==> config.mk <==
export PLATFORM = sky130hd
export DESIGN_NAME = npc_unit
export DESIGN_NICKNAME = d
export VERILOG_FILES = /design/src/rtl/npc_pkg.sv /design/src/rtl/npc_bit_test.sv /design/src/rtl/npc_rel_adder.sv /design/src/rtl/npc_skip_eval.sv /design/src/rtl/npc_unit.sv
export SDC_FILE = /design/constraint.sdc
export NUM_CORES = 1
export LEC_CHECK = 0
export BUFFER_PORTS_ARGS = -buffer_cell sky130_fd_sc_hd__buf_2
export CAP_MARGIN = 20
export CORE_MARGIN = 1
export CORE_UTILIZATION = 59
export DETAILED_ROUTE_END_ITERATION = 10
export PLACE_DENSITY = 0.88
export SLEW_MARGIN = 20
export SYNTH_ARGS = -nofsm -noshare
export SYNTH_HDL_FRONTEND = slang
export SYNTH_SLANG_ARGS = --single-unit
export TNS_END_PERCENT = 100
==> constraint.sdc <==
create_clock -name clk_i -period 1.1 [get_ports clk_i]
set_input_delay 0.055 -clock clk_i [delete_from_list [all_inputs] [get_ports clk_i]]
set_output_delay 0.055 -clock clk_i [all_outputs]
set_load 0.05 [all_outputs]
==> src/rtl/npc_pkg.sv <==
package npc_pkg;
  localparam int unsigned PC_W      = 16;
  localparam int unsigned DATA_W    = 8;
  localparam int unsigned BR_OFF_W  = 7;
  localparam int unsigned JMP_OFF_W = 12;
  localparam int unsigned OP_W      = 3;
  localparam int unsigned CYC_W     = 2;
  localparam int unsigned SEL_W     = $clog2(DATA_W);

  typedef enum logic [OP_W-1:0] {
    OP_FLAG_BR = 3'd0,
    OP_REL_JMP = 3'd1,
    OP_SKIP_EQ = 3'd2,
    OP_SKIP_BIT = 3'd3
  } op_e;

  // status byte bit positions
  localparam int unsigned SR_C = 0;
  localparam int unsigned SR_Z = 1;
  localparam int unsigned SR_N = 2;
  localparam int unsigned SR_V = 3;
  localparam int unsigned SR_S = 4;
  localparam int unsigned SR_H = 5;
  localparam int unsigned SR_T = 6;
  localparam int unsigned SR_I = 7;

  typedef struct packed {
    logic [PC_W-1:0]  npc;
    logic             taken;
    logic [CYC_W-1:0] cycles;
  } npc_res_t;
endpackage

==> src/rtl/npc_bit_test.sv <==
module npc_bit_test #(
  parameter int unsigned W     = 8,
  localparam int unsigned SW   = (W > 1) ? $clog2(W) : 1
) (
  input  logic [W-1:0]  data_i,
  input  logic [SW-1:0] sel_i,
  input  logic          pol_i,
  output logic          hit_o
);
  logic picked;

  always_comb begin
    picked = 1'b0;
    for (int i = 0; i < int'(W); i++) begin
      if (sel_i == SW'(i)) picked = data_i[i];
    end
    hit_o = ~(picked ^ pol_i);
  end
endmodule

==> src/rtl/npc_rel_adder.sv <==
module npc_rel_adder #(
  parameter int unsigned PC_W  = 16,
  parameter int unsigned OFF_W = 7
) (
  input  logic [PC_W-1:0]  pc_i,
  input  logic [OFF_W-1:0] off_i,
  output logic [PC_W-1:0]  tgt_o
);
  logic [PC_W-1:0] off_ext;

  generate
    if (OFF_W < PC_W) begin : g_extend
      assign off_ext = {{(PC_W-OFF_W){off_i[OFF_W-1]}}, off_i};
    end else begin : g_trunc
      assign off_ext = off_i[PC_W-1:0];
    end
  endgenerate

  // wraps modulo 2^PC_W
  assign tgt_o = pc_i + off_ext + PC_W'(1);
endmodule

==> src/rtl/npc_skip_eval.sv <==
module npc_skip_eval #(
  parameter int unsigned PC_W   = 16,
  parameter int unsigned DATA_W = 8,
  parameter int unsigned CYC_W  = 2,
  localparam int unsigned SW    = (DATA_W > 1) ? $clog2(DATA_W) : 1
) (
  input  logic [PC_W-1:0]   pc_i,
  input  logic              bit_mode_i,
  input  logic [DATA_W-1:0] opa_i,
  input  logic [DATA_W-1:0] opb_i,
  input  logic [SW-1:0]     sel_i,
  input  logic              pol_i,
  input  logic              two_word_i,
  output logic              skip_o,
  output logic [PC_W-1:0]   npc_o,
  output logic [CYC_W-1:0]  cycles_o
);
  logic eq_hit;
  logic bit_hit;
  logic [CYC_W-1:0] step;

  assign eq_hit = (opa_i == opb_i);

  npc_bit_test #(.W(DATA_W)) u_bit (
    .data_i (opa_i),
    .sel_i  (sel_i),
    .pol_i  (pol_i),
    .hit_o  (bit_hit)
  );

  assign skip_o = bit_mode_i ? bit_hit : eq_hit;

  // step equals cycle count: 1 no skip, 2 over one word, 3 over two
  always_comb begin
    if (!skip_o)         step = CYC_W'(1);
    else if (two_word_i) step = CYC_W'(3);
    else                 step = CYC_W'(2);
  end

  assign cycles_o = step;
  assign npc_o    = pc_i + PC_W'(step);
endmodule

==> src/rtl/npc_unit.sv <==
module npc_unit
  import npc_pkg::*;
(
  input  logic                 clk_i,
  input  logic                 rst_ni,
  input  logic                 valid_i,
  input  logic [OP_W-1:0]      op_i,
  input  logic [PC_W-1:0]      pc_i,
  input  logic [DATA_W-1:0]    sreg_i,
  input  logic [SEL_W-1:0]     sel_i,
  input  logic                 pol_i,
  input  logic [JMP_OFF_W-1:0] offset_i,
  input  logic [DATA_W-1:0]    opa_i,
  input  logic [DATA_W-1:0]    opb_i,
  input  logic                 two_word_i,
  output logic                 valid_o,
  output logic [PC_W-1:0]      next_pc_o,
  output logic                 taken_o,
  output logic [CYC_W-1:0]     cycles_o
);
  logic [PC_W-1:0]  seq_pc;
  logic [PC_W-1:0]  br_tgt;
  logic [PC_W-1:0]  jmp_tgt;
  logic             flag_hit;
  logic             skip_hit;
  logic [PC_W-1:0]  skip_pc;
  logic [CYC_W-1:0] skip_cyc;
  op_e              op;
  npc_res_t         res_d;
  npc_res_t         res_q;
  logic             valid_q;

  assign op     = op_e'(op_i);
  assign seq_pc = pc_i + PC_W'(1);

  npc_bit_test #(.W(DATA_W)) u_flag (
    .data_i (sreg_i),
    .sel_i  (sel_i),
    .pol_i  (pol_i),
    .hit_o  (flag_hit)
  );

  npc_rel_adder #(.PC_W(PC_W), .OFF_W(BR_OFF_W)) u_br_add (
    .pc_i  (pc_i),
    .off_i (offset_i[BR_OFF_W-1:0]),
    .tgt_o (br_tgt)
  );

  npc_rel_adder #(.PC_W(PC_W), .OFF_W(JMP_OFF_W)) u_jmp_add (
    .pc_i  (pc_i),
    .off_i (offset_i),
    .tgt_o (jmp_tgt)
  );

  npc_skip_eval #(.PC_W(PC_W), .DATA_W(DATA_W), .CYC_W(CYC_W)) u_skip (
    .pc_i       (pc_i),
    .bit_mode_i (op == OP_SKIP_BIT),
    .opa_i      (opa_i),
    .opb_i      (opb_i),
    .sel_i      (sel_i),
    .pol_i      (pol_i),
    .two_word_i (two_word_i),
    .skip_o     (skip_hit),
    .npc_o      (skip_pc),
    .cycles_o   (skip_cyc)
  );

  always_comb begin
    res_d.npc    = seq_pc;
    res_d.taken  = 1'b0;
    res_d.cycles = CYC_W'(1);
    unique case (op)
      OP_FLAG_BR: begin
        if (flag_hit) begin
          res_d.npc    = br_tgt;
          res_d.taken  = 1'b1;
          res_d.cycles = CYC_W'(2);
        end
      end
      OP_REL_JMP: begin
        res_d.npc    = jmp_tgt;
        res_d.taken  = 1'b1;
        res_d.cycles = CYC_W'(2);
      end
      OP_SKIP_EQ, OP_SKIP_BIT: begin
        res_d.npc    = skip_pc;
        res_d.taken  = skip_hit;
        res_d.cycles = skip_cyc;
      end
      default: ;
    endcase
  end

  always_ff @(posedge clk_i or negedge rst_ni) begin
    if (!rst_ni) begin
      valid_q <= 1'b0;
      res_q   <= '0;
    end else begin
      valid_q <= valid_i;
      if (valid_i) res_q <= res_d;
    end
  end

  assign valid_o   = valid_q;
  assign next_pc_o = res_q.npc;
  assign taken_o   = res_q.taken;
  assign cycles_o  = res_q.cycles;
endmodule

==> results of run 1 <==
[through the flow]
| stage | instance area [um^2] | setup WS (ns) |
|---|---|---|
| detailed placement | 4790 | -2.01 |
| floorplan | 3300 | -1.67 |
| global placement | 4790 | -1.78 |
[synthesized netlist by cell type, types with 3 or more instances]
library cell               number
sky130_fd_sc_hd__o21ai_1        3
sky130_fd_sc_hd__xor2_1        11
sky130_fd_sc_hd__nor3b_1        3
sky130_fd_sc_hd__xnor2_1       28
sky130_fd_sc_hd__a21oi_1       25
sky130_fd_sc_hd__nand3b_1       3
sky130_fd_sc_hd__nor2b_1        3
sky130_fd_sc_hd__nand3_1       24
sky130_fd_sc_hd__a31oi_1       10
sky130_fd_sc_hd__or3_1         11
sky130_fd_sc_hd__clkbuf_1       7
sky130_fd_sc_hd__and3_1         4
sky130_fd_sc_hd__a211oi_1       7
sky130_fd_sc_hd__mux2i_1       10
sky130_fd_sc_hd__o31ai_1        3
sky130_fd_sc_hd__o22ai_1       12
sky130_fd_sc_hd__a22oi_1        3
sky130_fd_sc_hd__o221ai_1       4
sky130_fd_sc_hd__buf_2          3
sky130_fd_sc_hd__o21ai_0       23
sky130_fd_sc_hd__nor4_1         4
sky130_fd_sc_hd__inv_1         20
sky130_fd_sc_hd__nand2_1       37
sky130_fd_sc_hd__o22a_1         3
sky130_fd_sc_hd__dfrtp_1       19
sky130_fd_sc_hd__o211ai_1       6
sky130_fd_sc_hd__nand4_1        5
sky130_fd_sc_hd__o21a_1        15
sky130_fd_sc_hd__a21o_1         6
sky130_fd_sc_hd__nor3_1        12
sky130_fd_sc_hd__nand2b_1       5
sky130_fd_sc_hd__ha_1          26
sky130_fd_sc_hd__buf_4          3
sky130_fd_sc_hd__nor2_1        39
sky130_fd_sc_hd__and4_1         3
[cells by family after synthesis]
group	share of synthesized area (%)
fa+ha+maj	11.4
xor+xnor	10.6
flops	14.8
simple gates	24.8
buf+inv	4.90
compound gates	29.8
mux	3.81
==> results.md, run 1 <==
- The run stopped with a tool error.
- The failing step is clock tree synthesis (4_1_cts).
- The tool reported: "[ERROR DPL-0038] Utilization greater than 100%, impossible to legalize".
- The share of synthesized area in the top cell type comes to 14.8%.
- In this run, placement finished with an instance count of 715.
- The horizontal die dimension is 75.8 um.
- After synthesis, the cell types taking the most area are sky130_fd_sc_hd__dfrtp_1, sky130_fd_sc_hd__ha_1, sky130_fd_sc_hd__xnor2_1.
- The sum of net half-perimeters after detailed placement is 11800 um.
- After clock tree synthesis, the flow added hold-fix buffers numbering 1.
- The share of the Yosys chip area taken by registers is 14.8%.
- The average instance in the mapped netlist occupies 7.38 um^2.
- The depth of the CTS H-tree is 1.
- In this run the count of I/O pins placed on the die edge is 83.
- Counting flops with a built-in enable in the synthesized netlist gives 0.
- Counting every sink on the clock net gives 19.
- The count of buffers added on input and output ports is 82.
- The weighted congestion at the end of routability-driven global placement is 1.04.
- The gate count after technology mapping is 436.
- For this configuration, the core starts out at a cell density of 62.2%.
- The buffers inserted during post-CTS setup optimization is 12.
- The yosys synthesis warning count is 0.
- The distinct cell type count of the synthesized netlist is 64.
- The TritonCTS buffer count is 3.
- The proportion of register bits with asynchronous set or reset after synthesis is 100%.
- The number of resized instances in the post-cts repair step is 74.
- The floorplan step set the die height to 75.8 um.
- The most instantiated flip-flop cell in the synthesis netlist is sky130_fd_sc_hd__dfrtp_1.
- The number of nets in the synthesized netlist is 527.
- The number of buffers between clock root and the deepest sink is 2.
- The cell area that synthesis handed to floorplanning was 3220 um^2.
- The clock tree root buffer cell is sky130_fd_sc_hd__clkbuf_8.
- The biggest area contributor in the post-synthesis netlist is sky130_fd_sc_hd__dfrtp_1.
- The post-synthesis register bit count is 19.
- In this run the core area contains 26 standard-cell rows.
==> run 2, diff against run 1 <==
Settings changed: CORE_UTILIZATION 59 to 40, PLACE_DENSITY 0.88 to default, PLACE_DENSITY_LB_ADDON from default to 0.15.
==> run 2 against run 1 <==
- the flow now finishes, with violations (setup timing)
- area after synthesis did not move
- synthesized cell count stayed put
==> results.md, run 2 <==
- The clock transition at the register clock pins on the worst setup and hold paths after CTS is 0.08 ns.
- By area the synthesized netlist is led by sky130_fd_sc_hd__dfrtp_1, sky130_fd_sc_hd__ha_1, sky130_fd_sc_hd__xnor2_1.
- Across the routed clock network, the largest skew measured is 0 ns.
- A synthesized cell averages 7.38 um^2.
- In the post-route analysis, the smallest setup slack over all paths is -1.62 ns.
- The worst register-to-register path begins at next_pc_o[10].
- The TritonCTS buffer count is 3.
- For the worst flop-to-flop path, the logic depth is 3.
- The checks that failed: setup timing.
- Synthesis handed over a netlist of 436 instances.
- The capturing element type of the critical path is a register.
- The floorplan step set the die height to 91.7 um.
- For the worst setup path, the data required time is 1.26 ns.
- Power spread over the standard cell area amounts to 754 nW/um^2.
- Derived from the worst setup path, the maximum achievable clock frequency is 367 MHz.
- By count the netlist is led by sky130_fd_sc_hd__nor2_1, sky130_fd_sc_hd__nand2_1, sky130_fd_sc_hd__xnor2_1.
- The detailed-router iteration count before antenna repair is 5.
- The worst voltage drop across the vdd grid is 0.428 mV.
- The initial cell density of the core is 41.4%.
- The path class of the tightest hold or removal check is in -> reg.
- Summed over all cells, the static leakage comes to 2.47 nW.
- The Yosys step of the flow raised 0 warnings.
- The hold-critical path depth is 2.
- The dominant cell by count in the synthesized netlist is sky130_fd_sc_hd__nor2_1.
- The library cell used most frequently in the layout, excluding fill and tap cells, is sky130_fd_sc_hd__buf_4.
- The horizontal die dimension is 91.7 um.
- The number of failing hold endpoints at the final stage came to 0.
- The launching instance or port of the critical path is sel_i[2].
- The startpoint of the lowest-slack hold path is valid_i.
- The number of max-slew violations in the final report is 0.
- The number of global-route vias before repair is 4290.
- The count of flip-flops with a built-in enable after synthesis is 0.
- The clock passes through at most 2 buffers.
- The die covers 8400 um^2.
- The endpoint arrival time on the critical path is 2.88 ns.
- The max-capacitance violation count is 0.
- The critical path is of the in -> reg type.
- The congestion estimate from routability-driven global placement came to 0.915.
- For this block, the initial DRC count from the detailed router was 289.
- The final cell utilization of the core is 68.6%.
- Measured against its own limit, the worst slew margin works out to 69.0%.
- The top cell types in the final layout, fill and taps aside, are sky130_fd_sc_hd__buf_4, sky130_fd_sc_hd__buf_2, sky130_fd_sc_hd__nor2_1, sky130_fd_sc_hd__nand2_1, sky130_fd_sc_hd__xnor2_1.
- The remaining design rule violation count is 0.
- The count of inserted antenna diode cells is 0.
- Of all nets on the critical path, the largest fanout is 5.
- The final setup violation count is 18.
- The total routing resource utilization after global routing is 29.4%.
- Setup repair after global routing could not meet its margin everywhere.
- In this run the remaining antenna-violating nets after routing total 0.
- For the final routed database, the setup TNS stands at -21.61 ns.
- At the later pin of the worst-skew pair, clock insertion delay measures 0.26 ns.
- The depth of the CTS H-tree is 1.
- The distinct cell type count of the synthesized netlist is 64.
- The clock sink count is 19.
- In this run the tool buffered the top-level ports with 82 buffer cells.
- Sequential cells were found to cover 14.8% of the synthesized design area.
- The layout-stage area growth over the synthesis result is 65.5%.
- The cell taking the most area after synthesis is sky130_fd_sc_hd__dfrtp_1.
- The net count after synthesis is 527.
- The proportion of layout cells with a drive suffix above 1 is 45.1%.
- The largest net degree at the start of global routing is 25.
- The time the worst path needs with I/O delays and setup is 2.72 ns.
- The wire length reported by the detailed router is 12300 um.
- The flip-flop count of the largest register after layout is 16.
- The post-synthesis register bit count is 19.
- The routed length per instance is 16.0 um.
- Dividing the detail-routed via count by the number of cells gives 5.63.
- The synthesized area is 3220 um^2.
- The sum of overflow across all layers after global routing is 0.
- In the final design database the tool counted 759 nets.
- The initial antenna violation count is 0.
- After layout, the worst path uses 248% of the clock period.
- At the pin with the least slew margin, the transition time is 0.466 ns.
- Of the post-synthesis cell area, the dominant cell type holds 14.8%.
- After floorplanning, the core was sized to cover 7770 um^2.
- The detailed-route via count is 4331.
- The run finished, with violations left.
- Counting flops with an async set or reset pin after synthesis yields a share of 100%.
- The root buffer cell chosen for the clock tree is sky130_fd_sc_hd__clkbuf_8.
- The first-pass GRT wire length is 20100 um.
- Among all flip-flop cells after synthesis, the most frequent one is sky130_fd_sc_hd__dfrtp_1.
- The row count is 32.
- The wire-length estimate of the detail-placed layout is 9610 um.
- The kind of start point of the critical path is an input port.
- The number of ports placed on the die boundary is 83.
- TritonCTS built the clock tree.
-- run 2: cell counts after synthesis --
Identical to the previous run, type by type.
-- run 2: final cells by class --
cell class | count | area, um^2
clock buffer | 3 | 41.3
sequential | 19 | 475
timing repair buffer | 242 | 1700
clock inverter | 1 | 5.00
inverter | 21 | 78.8
tap | 102 | 128
fill | 653 | 2440
multi-input combinational | 381 | 2900
-- run 2: final timing paths --
kind	endpoint	slack [ns]
worst max-delay path	next_pc_o[12]	-1.62
worst min-delay path	valid_o	0.19
worst max register to register	next_pc_o[10]	0.31
worst min register to register	next_pc_o[5]	0.51
max in group asynchronous	next_pc_o[5]	0.49
min in group asynchronous	next_pc_o[15]	0.28
-- run 2: logic make-up (layout without fill, tap and decap cells) --
logic type               count (synthesis)  in the layout  synth area share, %
AND/OR/NAND/NOR                        161            161                 24.8
AO/OA/AOI/OAI                          141            141                 29.8
XOR/XNOR                                39             39                 10.6
buffers and inverters                   36            267                 4.90
adder cells (fa/ha/maj)                 28             28                 11.4
flip-flops                              19             19                 14.8
multiplexers                            12             12                 3.81
-- run 2: layer usage --
| metal | vias up | wire length, um | global-route usage (%) |
|---|---|---|---|
| met5 | - | 0 | 0 |
| met4 | 0 | 312 | 11.0 |
| met3 | 36 | 907 | 1.82 |
| met2 | 200 | 5870 | 50.1 |
| met1 | 1992 | 5230 | 38.8 |
| li1 | 2103 | - | - |
-- run 2: per-stage QoR --
step	area [um^2]	hold slack (ns)	setup slack, ns	power [mW]	cells
after floorplan	3300	-0.241	-1.67	2.23	436
after global placement	4870	0.0334	-1.83	3.23	752
after detailed placement	4870	0.0317	-1.94	3.28	752
after CTS	5210	0.179	-1.49	3.90	772
after global routing	5330	0.202	-1.74	4.26	769
final	5330	0.189	-1.62	4.02	769
-- run 2: critical path, cell delays in order --
cell                        delay (ns)
sky130_fd_sc_hd__clkbuf_4         0.15
sky130_fd_sc_hd__mux2i_1          0.21
sky130_fd_sc_hd__mux2i_1          0.10
sky130_fd_sc_hd__o22ai_1          0.18
sky130_fd_sc_hd__xnor2_1          0.16
sky130_fd_sc_hd__o22ai_2          0.11
sky130_fd_sc_hd__nand2b_1         0.11
sky130_fd_sc_hd__ha_2             0.20
sky130_fd_sc_hd__inv_2            0.04
sky130_fd_sc_hd__fa_2             0.37
sky130_fd_sc_hd__nor4b_4          0.38
sky130_fd_sc_hd__o21a_1           0.18
sky130_fd_sc_hd__o21ai_2          0.08
sky130_fd_sc_hd__nor3_2           0.18
sky130_fd_sc_hd__o221a_2          0.20
sky130_fd_sc_hd__o21a_1           0.11
sky130_fd_sc_hd__o2bb2ai_1        0.05
-- run 2: power by group --
group	internal, mW	switching (mW)	total (mW)
Sequential	0.782	0.0465	0.828
Clock	0.253	0.263	0.516
Combinational	1.21	1.46	2.67
-- run 2: timing repair --
item                       in CTS  in global routing
hold buffers                    1                  0
setup buffers                  16                  8
setup endpoints to repair      18                 18
hold endpoints to repair       19                  0
pin swaps                      29                 30
gates resized for setup        38                 29
Power figures use the tool's default switching activity.
==> run 3, diff against run 2 <==
Settings changed: TNS_END_PERCENT 100 to 1.
==> run 3 against run 2 <==
- the run still ends with setup timing left
- utilization is 4.5 points lower
- final area shrank 6.6%
- critical path depth unchanged
- critical path type unchanged
- largest power group unchanged
- highest routed layer unchanged
==> results.md, run 3 (same netlist as run 2, synthesis figures left out) <==
- The run finished, with violations left.
- The final reports fail on setup timing.
- The worst register-to-register path has a depth of 3.
- Detailed routing inserted a total of 4217 vias.
- The static leakage is 2.35 nW.
- The worst voltage drop across the vdd grid is 0.384 mV.
- The capture point of the worst reg-to-reg path is next_pc_o[10].
- The initial antenna violation count was 0.
- The critical path contains buffers and inverters numbering 2 combined.
- The first-pass GRT wire length is 18700 um.
- The routed via count divided by cell count is 5.57.
- TritonCTS built the clock tree.
- The time the worst path needs with I/O delays and setup is 2.70 ns.
- After the flow finishes, the layout carries non-filler instances totaling 757.
- The clock sink count is 19.
- In this run the number of H-tree levels came out at 1.
- The post-route antenna net violation count is 0.
- The top cell types in the final layout, fill and taps aside, are sky130_fd_sc_hd__buf_4, sky130_fd_sc_hd__buf_2, sky130_fd_sc_hd__nand2_1.
- The number of failing hold endpoints at the final stage is 0.
- The insertion delay of the later-clocked pin in the worst-skew pair is 0.25 ns.
- The tool flagged a number of max-cap violations equal to 0.
- The sum of overflow across all layers after global routing is 0.
- The area of the placeable core is 7770 um^2.
- The critical path crosses 17 cells after its start point.
- The root buffer cell chosen for the clock tree is sky130_fd_sc_hd__clkbuf_8.
- The worst path required time is 1.25 ns.
- The die footprint is 8400 um^2.
- The launching instance or port of the critical path is sel_i[1].
- In the final layout, the share of cells above drive strength 1 is 40.0%.
- The critical path goes through buf_2 -> nor3_1 -> a211oi_1 -> o22ai_1 -> xnor2_1 -> o22ai_2 -> nand2b_1 -> ha_2 -> inv_2 -> fa_2 -> nor4b_4 -> o21a_1 -> o21ai_1 -> nor3_1 -> o221a_2 -> o21a_1 -> o2bb2ai_1.
- The routed length per instance is 15.2 um.
- The number of global-route vias before repair is 4088.
- The number of antenna diodes in the final layout is 0.
- The weighted congestion at the end of routability-driven global placement is 0.916.
- The area after detailed placement is 4820 um^2.
- Once routing completed, OpenROAD measured the worst setup slack at -1.60 ns.
- Setup repair after global routing could not meet its margin everywhere.
- The height of the chip is 91.7 um.
- The horizontal die dimension is 91.7 um.
- The first TritonRoute pass finished after 7 iterations.
- The net count of the finished layout is 747.
- The TritonCTS buffer count is 3.
- Wires add up to 11500 um.
- At the pin with the least slew margin, the transition time is 0.459 ns.
- The highest clock rate is 370 MHz.
- The finished cells cover 4970 um^2.
- The slowest library cell on the worst path is sky130_fd_sc_hd__fa_2.
- The reg2reg setup slack is 0.38 ns.
- In this run the power density over the cells is 765 nW/um^2.
- The number of buffers between clock root and the deepest sink is 2.
- The flip-flop count of the largest register after layout is 16.
- STA puts the critical path data arrival time at 2.85 ns.
- The portion of total power attributed to sequential cells is 21.7%.
- Clock-pin slew was measured on the worst setup and hold paths at 0.08 ns.
- The wire-length estimate of the detail-placed layout is 9580 um.
- The critical-path maximum fanout is 6.
- Leaving out fill and tap cells, the most frequent cell in the layout is sky130_fd_sc_hd__buf_4.
- The floorplan has 32 rows.
- Across every metal layer, demand over resource in global routing totals 27.5%.
- The normalized max-slew margin is 69.4%.
- The kind of start point of the critical path is an input port.
- The largest net degree at the start of global routing is 20.
- The cell count after placement is 752.
- The delay of the slowest critical-path stage is 0.37 ns.
- The combinational cell fraction of total power is 65.2%.
- The number of buffers added on ports is 82.
- The number of ports placed on the die boundary is 83.
- The path category of the worst min-delay check is in -> reg.
- The worst clock skew is 0 ns.
- The startpoint identified for the worst register-to-register timing path is next_pc_o[10].
- Dividing the final minimum period by the clock period gives 246%.
- The switching power total is 1.66 mW.
- The layout-stage area growth over the synthesis result is 54.6%.
- For this block, the initial DRC count from the detailed router was 266.
- The initial cell density of the core is 41.4%.
- The switching share of power is 43.5%.
- Setup violations remaining at the end of the flow were counted as 18.
- Grouping stages by cell kind, the critical path spends the most delay in compound AO/OA/AOI/OAI gates.
- The path type of the worst setup path is in -> reg.
- The number of max-slew violations in the final report is 0.
- After detailed routing, the number of remaining DRC violations is 0.
- The internal power is 2.15 mW.
- Following the worst setup path forward leads to its endpoint at next_pc_o[12].
- The clock network burns 13.1% of the power.
- The capturing element type of the critical path is a register.
- For the final routed database, the setup TNS stands at -20.32 ns.
## run 3: cell types whose count changed in the layout (fill, tap and decap cells not counted), sizes merged
cell / before / now
buf: 239 / 229
clkbuf: 5 / 3
## run 3: timing repair
action,CTS,global route
setup endpoints to repair,18,18
endpoints found under the hold margin,19,0
hold buffers,1,0
setup buffers,0,0
pin swaps,19,2
gates resized for setup,19,5
gates cloned,0,0
## run 3: worst reg2reg max path: stages (launching register included)
cell	delay, ns
sky130_fd_sc_hd__dfrtp_1	0.38
sky130_fd_sc_hd__nor2_1	0.08
sky130_fd_sc_hd__a31oi_1	0.05
sky130_fd_sc_hd__o31a_1	0.11
## run 3: metal layers
layer,vias up,global-route usage [%],routed length [um]
met5,-,0,0
li1,2075,-,-
met3,27,1.33,669
met1,1965,36.1,5050
met4,0,8.99,290
met2,150,48.3,5470
## run 3: how the worst min path moves through the flow
stage | from | end | slack (ns) | depth (start not counted)
global route | valid_i | next_pc_o[8] | 0.12 | 2
floorplan | rst_ni | cycles_o[0] | -0.24 | 0
CTS | valid_i | next_pc_o[8] | 0.1 | 2
finish | valid_i | next_pc_o[8] | 0.10 | 2
detailed placement | rst_ni | next_pc_o[13] | 0.03 | 1
global placement | rst_ni | next_pc_o[15] | 0.02 | 1
## run 3: power by group through the flow
stage	logic [mW]	registers (mW)	clock network, mW
final	2.48	0.827	0.497
after global routing	2.68	0.837	0.526
after CTS	2.45	0.828	0.510
after detailed placement	2.40	0.841	0
after global placement	2.36	0.836	0
after floorplan	1.06	1.14	0
## run 3: area by class of cell
cell class                 instances  area (um^2)
clock buffer                       3         41.3
fill                             725         2790
inverter                          21         78.8
timing repair buffer             230         1560
clock inverter                     1         5.00
tap                              102          128
multi-input combinational        381         2690
sequential                        19          475
## run 3: stage by stage
step                      setup slack [ns]  hold WS (ns)  util [%]  power [mW]
final                                -1.60         0.104      64.0        3.80
after global placement               -1.82        0.0230      62.0        3.20
after global routing                 -1.74         0.124      64.0        4.04
after floorplan                      -1.68        -0.241         -        2.20
after CTS                            -1.51        0.0993      63.7        3.79
after detailed placement             -1.89        0.0273      62.0        3.25
==> run 4, diff against run 3 <==
Settings changed: ABC_CLOCK_PERIOD_IN_PS from default to 1100, SETUP_SLACK_MARGIN from default to 0.05, SKIP_CTS_REPAIR_TIMING from default to 1.
==> run 4 against run 3 <==
- the flow still finishes with violations (setup timing)
- utilization fell by 0.31 points
- sequential share of layout area barely moved
- routed wire length fell by 2.0%
- non-clock buffer count did not move
- via count fell by 1.0%
- worst setup slack improved by 0.042 ns
- global-route usage fell by 0.64 points
- critical path type unchanged
==> results.md, run 4 (same netlist as run 2, synthesis figures left out) <==
- The routed length per instance is 14.9 um.
- In the finished design, the share of the clock period the worst path needs comes to 242%.
- The number of max-slew violations in the final report is 0.
- The row count is 32.
- After detailed placement, the design holds a cell count of 752.
- At the placement stage, the worst setup path has a slack of -1.89 ns.
- The count of filler cells inserted in the layout is 724.
- The normalized max-slew margin is 69.9%.
- The worst voltage drop across the vdd grid is 0.389 mV.
- TritonCTS built the clock tree.
- No sink is reached through more buffers than the 2 on the longest clock path.
- In this run the clock root is driven by a sky130_fd_sc_hd__clkbuf_8.
- The repair_antennas step left the layout with diodes totalling 0.
- The number of failing hold endpoints at the final stage came to 0.
- The insertion delay of the later-clocked pin in the worst-skew pair is 0.26 ns.
- The flow ran to the end, but the final reports show violations.
- The first global-routing pass estimated 18300 um of wire.
- The max-capacitance violation count is 0.
- The detailed-router iteration count before antenna repair is 6.
- Across all setup checks in the final design, the least slack found is -1.56 ns.
- The non-filler instance count after layout is 757.
- For the finished layout, the period the worst path requires is 2.66 ns.
- Based on the critical path, the design can be clocked at up to 376 MHz.
- The post-route setup TNS is -20.41 ns.
- The endpoint arrival time on the critical path is 2.81 ns.
- The routed via count divided by cell count is 5.51.
- The congestion estimate from routability-driven global placement came to 0.916.
- STA puts the critical path data required time at 1.24 ns.
- The proportion of layout cells with a drive suffix above 1 is 39.7%.
- The net count of the finished layout is 747.
- The worst hold-check slack is 0.102 ns.
- The number of buffers added on ports is 82.
- The analysis attributes to cell leakage a power of 2.35 nW.
- Summing all non-filler instances in the final layout gives an area of 4950 um^2.
- The number of ports placed on the die boundary is 83.
- Measured on the finished design, the core utilization comes to 63.7%.
- The final setup violation count is 18.
- The number of global-route vias before repair was 4024.
- In this run the worst path has a maximum fanout of 6.
- The min-delay analysis places its worst path in the category in -> reg.
- In this run the cell area measured after placement is 4820 um^2.
- The TritonCTS buffer count is 3.
- At the pin with the least slew margin, the transition time is 0.451 ns.
- The capturing element type of the critical path is a register.
- The post-route antenna net violation count is 0.
- Dividing total power by cell area gives a power density of 764 nW/um^2.
- The core region is 7770 um^2.
- The overall power after layout is 3.78 mW.
- The top cell types in the final layout, fill and taps aside, are sky130_fd_sc_hd__buf_4, sky130_fd_sc_hd__buf_2, sky130_fd_sc_hd__nand2_1.
- The depth of the CTS H-tree is 1.
- The final reports fail on setup timing.
- Compared with the post-synthesis result, the final layout area differs by 53.9%.
- The library cell used most frequently in the layout, excluding fill and tap cells, is sky130_fd_sc_hd__buf_4.
- The die covers 8400 um^2.
- The die is 91.7 um wide.
- After clock tree synthesis, the clock-pin slew on the worst setup and hold paths is 0.08 ns.
- The wire length reported by the detailed router is 11200 um.
- On the final layout, the worst clock skew is 0 ns.
- The clock sink count is 19.
- Summing over every cut layer, the via total after detailed routing is 4173.
- For this block, the initial DRC count from the detailed router was 212.
- In the routed design, unresolved DRC markers number 0.
- The worst setup path is launched from an input port.
- The largest net degree at the start of global routing is 20.
- For this configuration, the core starts out at a cell density of 41.4%.
- The height of the chip is 91.7 um.
- Detailed placement ended at an HPWL of 9580 um.
- Setup repair after global routing could not meet its margin everywhere.
- The sum of overflow across all layers after global routing is 0.
- The total routing resource utilization after global routing is 26.9%.
- The register with the most flip-flops in the layout has 16 of them.
- The initial antenna violation count came to 0.
- The path type of the worst setup path is in -> reg.
run 4: cell counts in the layout (fill, tap and decap cells not counted):
Identical to the previous run, type by type.
run 4: layout make-up:
cell class / instances / area, um^2 / share of cell area, %
multi-input combinational: 381 / 2680 / 54.0
tap: 102 / 128 / 2.58
sequential: 19 / 475 / 9.61
inverter: 21 / 78.8 / 1.59
clock buffer: 3 / 41.3 / 0.834
timing repair buffer: 230 / 1550 / 31.2
clock inverter: 1 / 5.00 / 0.101
run 4: critical path: stages:
cell	delay, ns
sky130_fd_sc_hd__buf_2	0.13
sky130_fd_sc_hd__nor3b_1	0.20
sky130_fd_sc_hd__a211oi_1	0.06
sky130_fd_sc_hd__o22ai_1	0.20
sky130_fd_sc_hd__xnor2_1	0.17
sky130_fd_sc_hd__o22ai_2	0.12
sky130_fd_sc_hd__nand2b_1	0.12
sky130_fd_sc_hd__ha_2	0.20
sky130_fd_sc_hd__inv_2	0.04
sky130_fd_sc_hd__fa_2	0.37
sky130_fd_sc_hd__nor3b_1	0.36
sky130_fd_sc_hd__o221ai_1	0.19
sky130_fd_sc_hd__a222oi_1	0.36
sky130_fd_sc_hd__buf_4	0.18
sky130_fd_sc_hd__a21oi_1	0.05
run 4: final timing paths:
path / startpoint / endpoint / cells after the start / slack (ns)
max: sel_i[1] / next_pc_o[8] / 15 / -1.56
min: valid_i / next_pc_o[8] / 2 / 0.10
max reg2reg: next_pc_o[10] / next_pc_o[10] / 3 / 0.38
min reg2reg: next_pc_o[0] / next_pc_o[0] / 1 / 0.49
max in group asynchronous: rst_ni / next_pc_o[1] / 2 / 0.51
min in group asynchronous: rst_ni / next_pc_o[13] / 2 / 0.27
run 4: metal layers:
metal | vias up | share of wire (%) | global-route usage (%)
li1 | 2074 | - | -
met1 | 1935 | 45 | 36.0
met2 | 142 | 47 | 46.2
met3 | 22 | 5.3 | 1.16
met4 | 0 | 2.3 | 8.99
met5 | - | 0 | 0
run 4: power by group:
| group | switching [mW] | internal (mW) |
|---|---|---|
| logic | 1.35 | 1.10 |
| clock network | 0.249 | 0.252 |
| registers | 0.0454 | 0.782 |
| total | 1.64 | 2.14 |
